==> config.mk <==
export PLATFORM = sky130hd
export DESIGN_NAME = vpic_top
export DESIGN_NICKNAME = d
export VERILOG_FILES = /design/src/rtl/vpic_pkg.sv /design/src/rtl/vpic_source.sv /design/src/rtl/vpic_pick.sv /design/src/rtl/vpic_top.sv
export SDC_FILE = /design/constraint.sdc
export NUM_CORES = 1
export LEC_CHECK = 0
export BUFFER_PORTS_ARGS = -buffer_cell sky130_fd_sc_hd__buf_2
export CAP_MARGIN = 15
export CORE_MARGIN = 3
export CORE_UTILIZATION = 40
export CTS_CLUSTER_DIAMETER = 150
export DETAILED_ROUTE_END_ITERATION = 16
export GPL_TIMING_DRIVEN = 0
export PLACE_DENSITY = 0.58
export SLEW_MARGIN = 20
export SYNTH_ARGS = -nofsm -noshare
export SYNTH_HDL_FRONTEND = slang
export SYNTH_SLANG_ARGS = --single-unit
==> constraint.sdc <==
create_clock -name clk -period 14.87 [get_ports clk]
set_input_delay 0 -clock clk [delete_from_list [all_inputs] [get_ports clk]]
set_output_delay 0 -clock clk [all_outputs]
set_load 0.05 [all_outputs]
==> src/rtl/vpic_pkg.sv <==
// Package: register offsets and field positions shared by the controller.
// Assumes a 12-bit byte address and 32-bit data words.
package vpic_pkg;
    localparam int BUS_ADDR_W  = 12;
    localparam int PRI_W       = 4;

    localparam logic [BUS_ADDR_W-1:0] OFS_GCFG = 12'h000;
    localparam logic [BUS_ADDR_W-1:0] OFS_FEAT = 12'h004;
    localparam logic [BUS_ADDR_W-1:0] OFS_SPUR = 12'h008;
    localparam logic [BUS_ADDR_W-1:0] OFS_TPR  = 12'h00C;
    localparam logic [BUS_ADDR_W-1:0] OFS_IACK = 12'h010;
    localparam logic [BUS_ADDR_W-1:0] OFS_EOI  = 12'h014;
    localparam logic [3:0]            SRC_PAGE = 4'h1;

    localparam int VP_MASK_BIT  = 31;
    localparam int VP_ACT_BIT   = 30;
    localparam int VP_POL_BIT   = 23;
    localparam int VP_SENSE_BIT = 22;
    localparam int VP_PRI_LSB   = 16;
    localparam int GCFG_RST_BIT = 31;
endpackage

==> src/rtl/vpic_source.sv <==
// Module: one interrupt source. Samples its line, detects edge or level,
// holds its configuration, pending and in-service state.
// Assumes irq_in is synchronous to clk; rst_n already merges soft reset.
module vpic_source #(
    parameter int VEC_W = 8
) (
    input  logic                      clk,
    input  logic                      rst_n,
    input  logic                      irq_in,
    input  logic                      vp_we,
    input  logic                      dest_we,
    input  logic [31:0]               wdata,
    input  logic                      take,
    input  logic                      retire,
    output logic                      eligible,
    output logic                      in_svc,
    output logic                      mask_o,
    output logic                      dest_o,
    output logic [vpic_pkg::PRI_W-1:0] pri_o,
    output logic [VEC_W-1:0]          vec_o,
    output logic [31:0]               vp_rd,
    output logic [31:0]               dest_rd
);
    import vpic_pkg::*;

    logic             samp_q, prev_q, edge_pend, isr_q;
    logic             mask_q, pol_q, sense_q, dest_q;
    logic [PRI_W-1:0] pri_q;
    logic [VEC_W-1:0] vec_q;
    logic             edge_hit, lvl_act, pending, activity;

    assign edge_hit = pol_q ? (samp_q & ~prev_q) : (~samp_q & prev_q);
    assign lvl_act  = (samp_q == pol_q);
    assign pending  = sense_q ? lvl_act : edge_pend;
    assign activity = pending | isr_q;
    assign eligible = pending & ~mask_q & dest_q & ~isr_q;
    assign in_svc   = isr_q;
    assign mask_o   = mask_q;
    assign dest_o   = dest_q;
    assign pri_o    = pri_q;
    assign vec_o    = vec_q;

    // Read-back images of the two per-source words.
    always_comb begin
        vp_rd = 32'(vec_q);
        vp_rd[VP_PRI_LSB +: PRI_W] = pri_q;
        vp_rd[VP_SENSE_BIT]        = sense_q;
        vp_rd[VP_POL_BIT]          = pol_q;
        vp_rd[VP_ACT_BIT]          = activity;
        vp_rd[VP_MASK_BIT]         = mask_q;
        dest_rd = {31'b0, dest_q};
    end

    // Line sampler: current and previous sample for edge detection.
    always_ff @(posedge clk) begin
        if (!rst_n) begin
            samp_q <= 1'b0;
            prev_q <= 1'b0;
        end else begin
            samp_q <= irq_in;
            prev_q <= samp_q;
        end
    end

    // Edge latch: a new edge wins over a same-cycle acknowledge.
    always_ff @(posedge clk) begin
        if (!rst_n || sense_q) edge_pend <= 1'b0;
        else                   edge_pend <= (edge_pend & ~take) | edge_hit;
    end

    // In-service flag: set by acknowledge, cleared by end-of-interrupt.
    always_ff @(posedge clk) begin
        if (!rst_n)      isr_q <= 1'b0;
        else if (retire) isr_q <= 1'b0;
        else if (take)   isr_q <= 1'b1;
    end

    // Configuration: mask always writable, other fields only when idle.
    always_ff @(posedge clk) begin
        if (!rst_n) begin
            mask_q  <= 1'b1;
            pol_q   <= 1'b0;
            sense_q <= 1'b0;
            pri_q   <= '0;
            vec_q   <= '0;
            dest_q  <= 1'b0;
        end else begin
            if (vp_we) begin
                mask_q <= wdata[VP_MASK_BIT];
                if (!activity) begin
                    pol_q   <= wdata[VP_POL_BIT];
                    sense_q <= wdata[VP_SENSE_BIT];
                    pri_q   <= wdata[VP_PRI_LSB +: PRI_W];
                    vec_q   <= wdata[VEC_W-1:0];
                end
            end
            if (dest_we) dest_q <= wdata[0];
        end
    end

    // a write during activity leaves the locked fields untouched.
    assert_vp_locked_R8: assert property (@(posedge clk) disable iff (!rst_n)
        (vp_we && activity) |=> (pri_q == $past(pri_q) && vec_q == $past(vec_q)
                                 && sense_q == $past(sense_q) && pol_q == $past(pol_q)));

    // an acknowledged edge is consumed unless a fresh edge arrives.
    assert_edge_consumed_R5: assert property (@(posedge clk) disable iff (!rst_n)
        (take && !sense_q && !edge_hit) |=> !edge_pend);
endmodule

==> src/rtl/vpic_pick.sv <==
// Module: picks the highest-priority requester; lowest index wins ties.
// Assumes priority 0 still counts as a request (best_pri then reads 0).
module vpic_pick #(
    parameter int N     = 8,
    parameter int IDX_W = 3
) (
    input  logic [N-1:0]                       req,
    input  logic [N-1:0][vpic_pkg::PRI_W-1:0]  pri,
    output logic                               found,
    output logic [IDX_W-1:0]                   idx,
    output logic [vpic_pkg::PRI_W-1:0]         best_pri
);
    // Linear scan; strict compare keeps the lower index on a tie.
    always_comb begin
        found    = 1'b0;
        idx      = '0;
        best_pri = '0;
        for (int i = 0; i < N; i++) begin
            if (req[i] && (!found || pri[i] > best_pri)) begin
                found    = 1'b1;
                idx      = IDX_W'(i);
                best_pri = pri[i];
            end
        end
    end
endmodule

==> src/rtl/vpic_top.sv <==
// Module: vectored priority interrupt controller for one processor.
// Holds global registers, decodes the register port, arbitrates pending
// and in-service sources, and drives the single interrupt output.
// Assumes NUM_SRC <= 32 and VEC_W <= 16.
module vpic_top #(
    parameter int          NUM_SRC  = 8,
    parameter int          VEC_W    = 8,
    parameter int          VERSION  = 2,
    parameter logic [VEC_W-1:0] SPUR_RST = '1
) (
    input  logic               clk,
    input  logic               rst_n,
    input  logic [NUM_SRC-1:0] irq_src,
    input  logic               bus_wr,
    input  logic               bus_rd,
    input  logic [11:0]        bus_addr,
    input  logic [31:0]        bus_wdata,
    output logic [31:0]        bus_rdata,
    output logic               irq_out
);
    import vpic_pkg::*;

    localparam int SRC_W = (NUM_SRC > 1) ? $clog2(NUM_SRC) : 1;

    logic                             soft_rst, core_rst_n;
    logic [PRI_W-1:0]                 tpr_q;
    logic [VEC_W-1:0]                 spur_q;
    logic [NUM_SRC-1:0]               elig, in_svc, src_mask, src_dest, take, retire;
    logic [NUM_SRC-1:0][PRI_W-1:0]    src_pri;
    logic [NUM_SRC-1:0][VEC_W-1:0]    src_vec;
    logic [NUM_SRC-1:0][31:0]         vp_rd, dest_rd;
    logic                             pend_found, svc_found, deliver, ack, eoi;
    logic [SRC_W-1:0]                 pend_idx, svc_idx;
    logic [PRI_W-1:0]                 pend_pri, svc_pri;
    logic                             src_hit;
    logic [4:0]                       src_sel;

    assign core_rst_n = rst_n & ~soft_rst;
    assign src_sel    = bus_addr[7:3];
    assign src_hit    = (bus_addr[11:8] == SRC_PAGE) && (int'(src_sel) < NUM_SRC);
    assign ack        = bus_rd && !src_hit && (bus_addr == OFS_IACK);
    assign eoi        = bus_wr && !src_hit && (bus_addr == OFS_EOI);
    assign deliver    = pend_found && (pend_pri > tpr_q) && (pend_pri > svc_pri);
    assign irq_out    = deliver;

    // Self-clearing soft reset request.
    always_ff @(posedge clk) begin
        if (!rst_n || soft_rst) soft_rst <= 1'b0;
        else soft_rst <= bus_wr && (bus_addr == OFS_GCFG) && bus_wdata[GCFG_RST_BIT];
    end

    // Processor task priority and spurious vector registers.
    always_ff @(posedge clk) begin
        if (!core_rst_n) begin
            tpr_q  <= '1;
            spur_q <= SPUR_RST;
        end else if (bus_wr) begin
            if (bus_addr == OFS_TPR)  tpr_q  <= bus_wdata[PRI_W-1:0];
            if (bus_addr == OFS_SPUR) spur_q <= bus_wdata[VEC_W-1:0];
        end
    end

    for (genvar i = 0; i < NUM_SRC; i++) begin : g_src
        assign take[i]   = ack && deliver && (pend_idx == SRC_W'(i));
        assign retire[i] = eoi && svc_found && (svc_idx == SRC_W'(i));

        vpic_source #(.VEC_W(VEC_W)) u_src (
            .clk      (clk),
            .rst_n    (core_rst_n),
            .irq_in   (irq_src[i]),
            .vp_we    (bus_wr && src_hit && (src_sel == 5'(i)) && !bus_addr[2]),
            .dest_we  (bus_wr && src_hit && (src_sel == 5'(i)) &&  bus_addr[2]),
            .wdata    (bus_wdata),
            .take     (take[i]),
            .retire   (retire[i]),
            .eligible (elig[i]),
            .in_svc   (in_svc[i]),
            .mask_o   (src_mask[i]),
            .dest_o   (src_dest[i]),
            .pri_o    (src_pri[i]),
            .vec_o    (src_vec[i]),
            .vp_rd    (vp_rd[i]),
            .dest_rd  (dest_rd[i])
        );
    end

    vpic_pick #(.N(NUM_SRC), .IDX_W(SRC_W)) u_pick_pend (
        .req(elig), .pri(src_pri), .found(pend_found), .idx(pend_idx), .best_pri(pend_pri)
    );

    vpic_pick #(.N(NUM_SRC), .IDX_W(SRC_W)) u_pick_svc (
        .req(in_svc), .pri(src_pri), .found(svc_found), .idx(svc_idx), .best_pri(svc_pri)
    );

    // Read data multiplexer.
    always_comb begin
        bus_rdata = '0;
        if (src_hit) begin
            bus_rdata = bus_addr[2] ? dest_rd[src_sel] : vp_rd[src_sel];
        end else begin
            case (bus_addr)
                OFS_GCFG: bus_rdata = {soft_rst, 31'b0};
                OFS_FEAT: bus_rdata = {8'b0, 8'd0, 8'(NUM_SRC - 1), 8'(VERSION)};
                OFS_SPUR: bus_rdata = 32'(spur_q);
                OFS_TPR:  bus_rdata = 32'(tpr_q);
                OFS_IACK: bus_rdata = deliver ? 32'(src_vec[pend_idx]) : 32'(spur_q);
                default:  bus_rdata = '0;
            endcase
        end
    end

    assert_soft_reset_clears_R9: assert property (@(posedge clk) disable iff (!rst_n)
        soft_rst |=> !soft_rst);

    assert_ack_enters_service_R5: assert property (@(posedge clk) disable iff (!core_rst_n)
        (ack && deliver) |=> in_svc[$past(pend_idx)]);

    assert_ack_unmasked_R3: assert property (@(posedge clk) disable iff (!core_rst_n)
        (ack && deliver) |-> !src_mask[pend_idx]);

    assert_ack_routed_R11: assert property (@(posedge clk) disable iff (!core_rst_n)
        (ack && deliver) |-> src_dest[pend_idx]);

    assert_tpr_ceiling_R4: assert property (@(posedge clk) disable iff (!core_rst_n)
        (tpr_q == '1) |-> !irq_out);

    assert_eoi_retires_R7: assert property (@(posedge clk) disable iff (!core_rst_n)
        (eoi && svc_found) |=> !in_svc[$past(svc_idx)]);
endmodule

==> run_results.csv <==
group,metric,value,unit
power,p_clk_share,47.2,%
drt,wl_per_cell,22.5,um
final_layout,fillers,2740,
placement,dpl_cell_area,12200,um2
synthesis,synth_top_flop_cell,"dfxtp_1",
power,power_switching,0.258,mW
drt,first_iter_violations,1106,
setup_path,crit_required,14870,ps
setup_path,cp_slowest_cell,"a2111oi_4",
power,vdd_ir_drop_max,0.0847,mV
synthesis,synth_top_area_share,30.2,%
grt,grt_antenna_before_repair,0,
cts,tritoncts,"built",
cts,clock-sinks,173,
final_layout,diodes,0,
outcome,violations,"DRC",
min_path,hp-class,"in2reg",
synthesis,seq_area_frac_synth,30.2,%
sta,timing.final.hold_violations,0,
setup_path,cp-end-kind,"output port",
power,cellPowerDensity,76.7,nW/um2
power,seqPwrFrac,46.0,%
cts,cts_buffers,17,
outcome,status,"finished, violations left",
setup_path,path_max_fanout,10,
setup_path,crit_family,"compound AO/OA/AOI/OAI gates",
synthesis,synthTopCellsByArea,"dfxtp_1 (30%), mux2i_1 (8.1%), nand2_1 (7.2%)",
power,switching_share,25.3,%
floorplan,die_area,30700,um2
floorplan,rows,61,
placement,place_congestion,0.969,
placement,io_buffer_count,43,
drt,via_per_inst,5.89,
sta,setup_ws,589,ps
floorplan,die_w,175,um
cts,h-tree-depth,4,
floorplan,die_h,175,um
power,power.internal,0.760,mW
placement,dp.cells,1824,
drt,vias,11100,
drt,drt_pre_antenna_iters,11,
cts,clock_path_buffers,2,
synthesis,synthArstFlopShare,0,%
placement,place_ws,-1380,ps
drt,drcViolationCount,2,
grt,gr-total-overflow,0,
floorplan,start_util,40.9,%
setup_path,setup.worst_path.start_class,"flip-flop",
flow_run,cap_viol_max_count,0,
sta,layout_min_cycle_time,14280,ps
sta,setup_viol,0,
synthesis,synth_warnings,0,
sta,tns,0,ps
floorplan,core_area,28000,um2
cts,clk_pin_slew,70,ps
synthesis,synth-edff-count,0,
floorplan,io_pins,89,
cts,clk_latency,440,ps
synthesis,synth_top_area_cell,"dfxtp_1",
sta,slew_viol_final,0,
power,post-layout-total-power,1.02,mW
synthesis,synth-seq-cells,173,
grt,grt_usage,27.2,%
setup_path,max_stage_delay,420,ps
setup_path,cp.buffers_inverters,6,
final_layout,drive_gt1_share,14.5,%
sta,worst_pin_slew,1140,ps
grt,grt_max_degree,17,
final_layout,nets,1615,
final_layout,stdcell_area,13300,um2
drt,antenna_left,0,
sta,fmaxAchievable,0.0700,GHz
grt,grt_pass1_wl,63400,um
final_layout,multi_input_area,7610,um2
synthesis,synth.avg_cell_area,8.24,um2
sta,finClkSkew,6.06,ps
setup_path,critPathKind,"reg2out",
synthesis,syn_area,11500,um2
setup_path,arrival,14280,ps
power,p_leak,5.41,nW
synthesis,synth_cell_types,85,
synthesis,postSynthCellCount,1391,
drt,postRouteWirelength,42500,um
final_layout,regArea,3460,um2
final_layout,syn2layout_area_growth,15.7,%
sta,fin_crit_sh,96.0,%
final_layout,finalNonFillerCells,1886,
setup_path,crit_top_cell,"ha_1",
placement,dpl.hpwl,31600,um
grt,grt_pass1_vias,10400,
power,comb_power_share,6.8,%
sta,max-slew-margin-rel,23.7,%
cts,cts_root_buf,"clkbuf_16",
[what timing repair did]
action	4_1_cts	5_1_grt
pin swaps	3	10
endpoints found under the setup margin	25	20
hold endpoints to repair	38	0
cloned	0	1
gates resized for setup	25	21
buffers inserted	3	12
hold buffers	16	0
[flip-flops by register name, summed over array words and instances (netlist names)]
signal / count
g_src.u_src.pol_q: 8
tpr_q: 4
soft_rst: 1
g_src.u_src.prev_q: 8
spur_q: 8
g_src.u_src.sense_q: 8
g_src.u_src.edge_pend: 8
g_src.u_src.vec_o: 64
g_src.u_src.samp_q: 8
g_src.u_src.dest_o: 8
g_src.u_src.in_svc: 8
g_src.u_src.mask_o: 8
g_src.u_src.pri_o: 32
[power by group through the flow]
stage          Sequential (mW)  Combinational (mW)  Clock (mW)
3_5_place_dp             0.479              0.0644           0
3_3_place_gp             0.479              0.0640           0
2_1_floorplan            0.479              0.0410           0
5_1_grt                  0.469              0.0727       0.501
4_1_cts                  0.468              0.0678       0.481
6_report                 0.468              0.0692       0.480
[tightest hold or removal path: stages]
cell and delay (ps):
clkbuf_1 230, nand2_1 120, a21oi_1 60
[cell usage after synthesis, drive strengths merged, types with 23 or more instances]
master / instances
nand2: 221
mux2i: 93
nor2: 149
ha: 64
nand3: 48
dfxtp: 173
clkbuf: 58
and2: 32
a21oi: 105
a211oi: 23
o21a: 30
mux4: 32
buf: 36
o21ai: 58
inv: 37
[per-layer routing]
metal	share of wire (%)	up-vias	track usage, %
met1	44	5354	37.3
met4	3.4	0	9.61
met5	0	-	0
met3	7.7	91	4.45
met2	45	480	43.3
li1	-	5186	-
[cell usage in the layout (no fill, tap or decap), types with 17 or more instances in the layout]
cell and count:
inv_1 37, clkbuf_1 50, mux2i_1 92, nor2_1 146, a21oi_1 102, o21ai_0 48
nand3_1 48, a21o_1 17, dfxtp_1 173, o211ai_1 17, mux4_2 32, and2_1 29
buf_2 47, o21a_1 29, nand2_1 220, ha_1 64, clkbuf_16 17, a211oi_1 23
buf_4 31
[stage by stage]
step / hold WS (ps) / util (%)
floorplan: 122 / -
global placement: 198 / 43.5
detailed placement: 201 / 43.6
CTS: 10.4 / 46.7
global route: 19.3 / 47.3
finish: 17.0 / 47.3
[final timing paths]
| kind | from | endpoint | slack (ps) | cells past startpoint |
|---|---|---|---|---|
| min reg2reg | g_src[4].u_src.vec_o[1]$_SDFFE_PN0P_ | g_src[4].u_src.vec_o[1]$_SDFFE_PN0P_ | 470 | 2 |
| max reg2reg | g_src[0].u_src.dest_o$_SDFFE_PN0P_ | g_src[2].u_src.in_svc$_SDFFE_PP0P_ | 1150 | 61 |
| min | bus_wdata[4] | g_src[6].u_src.vec_o[4]$_SDFFE_PN0P_ | 20 | 3 |
| max | g_src[0].u_src.dest_o$_SDFFE_PN0P_ | bus_rdata[5] | 590 | 63 |
[layout make-up]
class,instances,area share [%]
timing repair buffer,74,3.70
sequential,173,26.1
tap,378,3.57
buffer,92,3.48
inverter,37,1.05
clock buffer,18,3.31
clock inverter,14,1.34
multi-input combinational,1100,57.4
[logic make-up after synthesis]
kind of cell | count (synthesis) | synth area share, %
AO/OA/AOI/OAI | 335 | 20.2
XOR/XNOR | 8 | 0.611
adder cells (fa/ha/maj) | 64 | 6.99
buffers and inverters | 131 | 5.11
flip-flops | 173 | 30.2
multiplexers | 132 | 15.1
other | 1 | 0.0327
AND/OR/NAND/NOR | 547 | 21.8
Power figures use the tool's default switching activity.
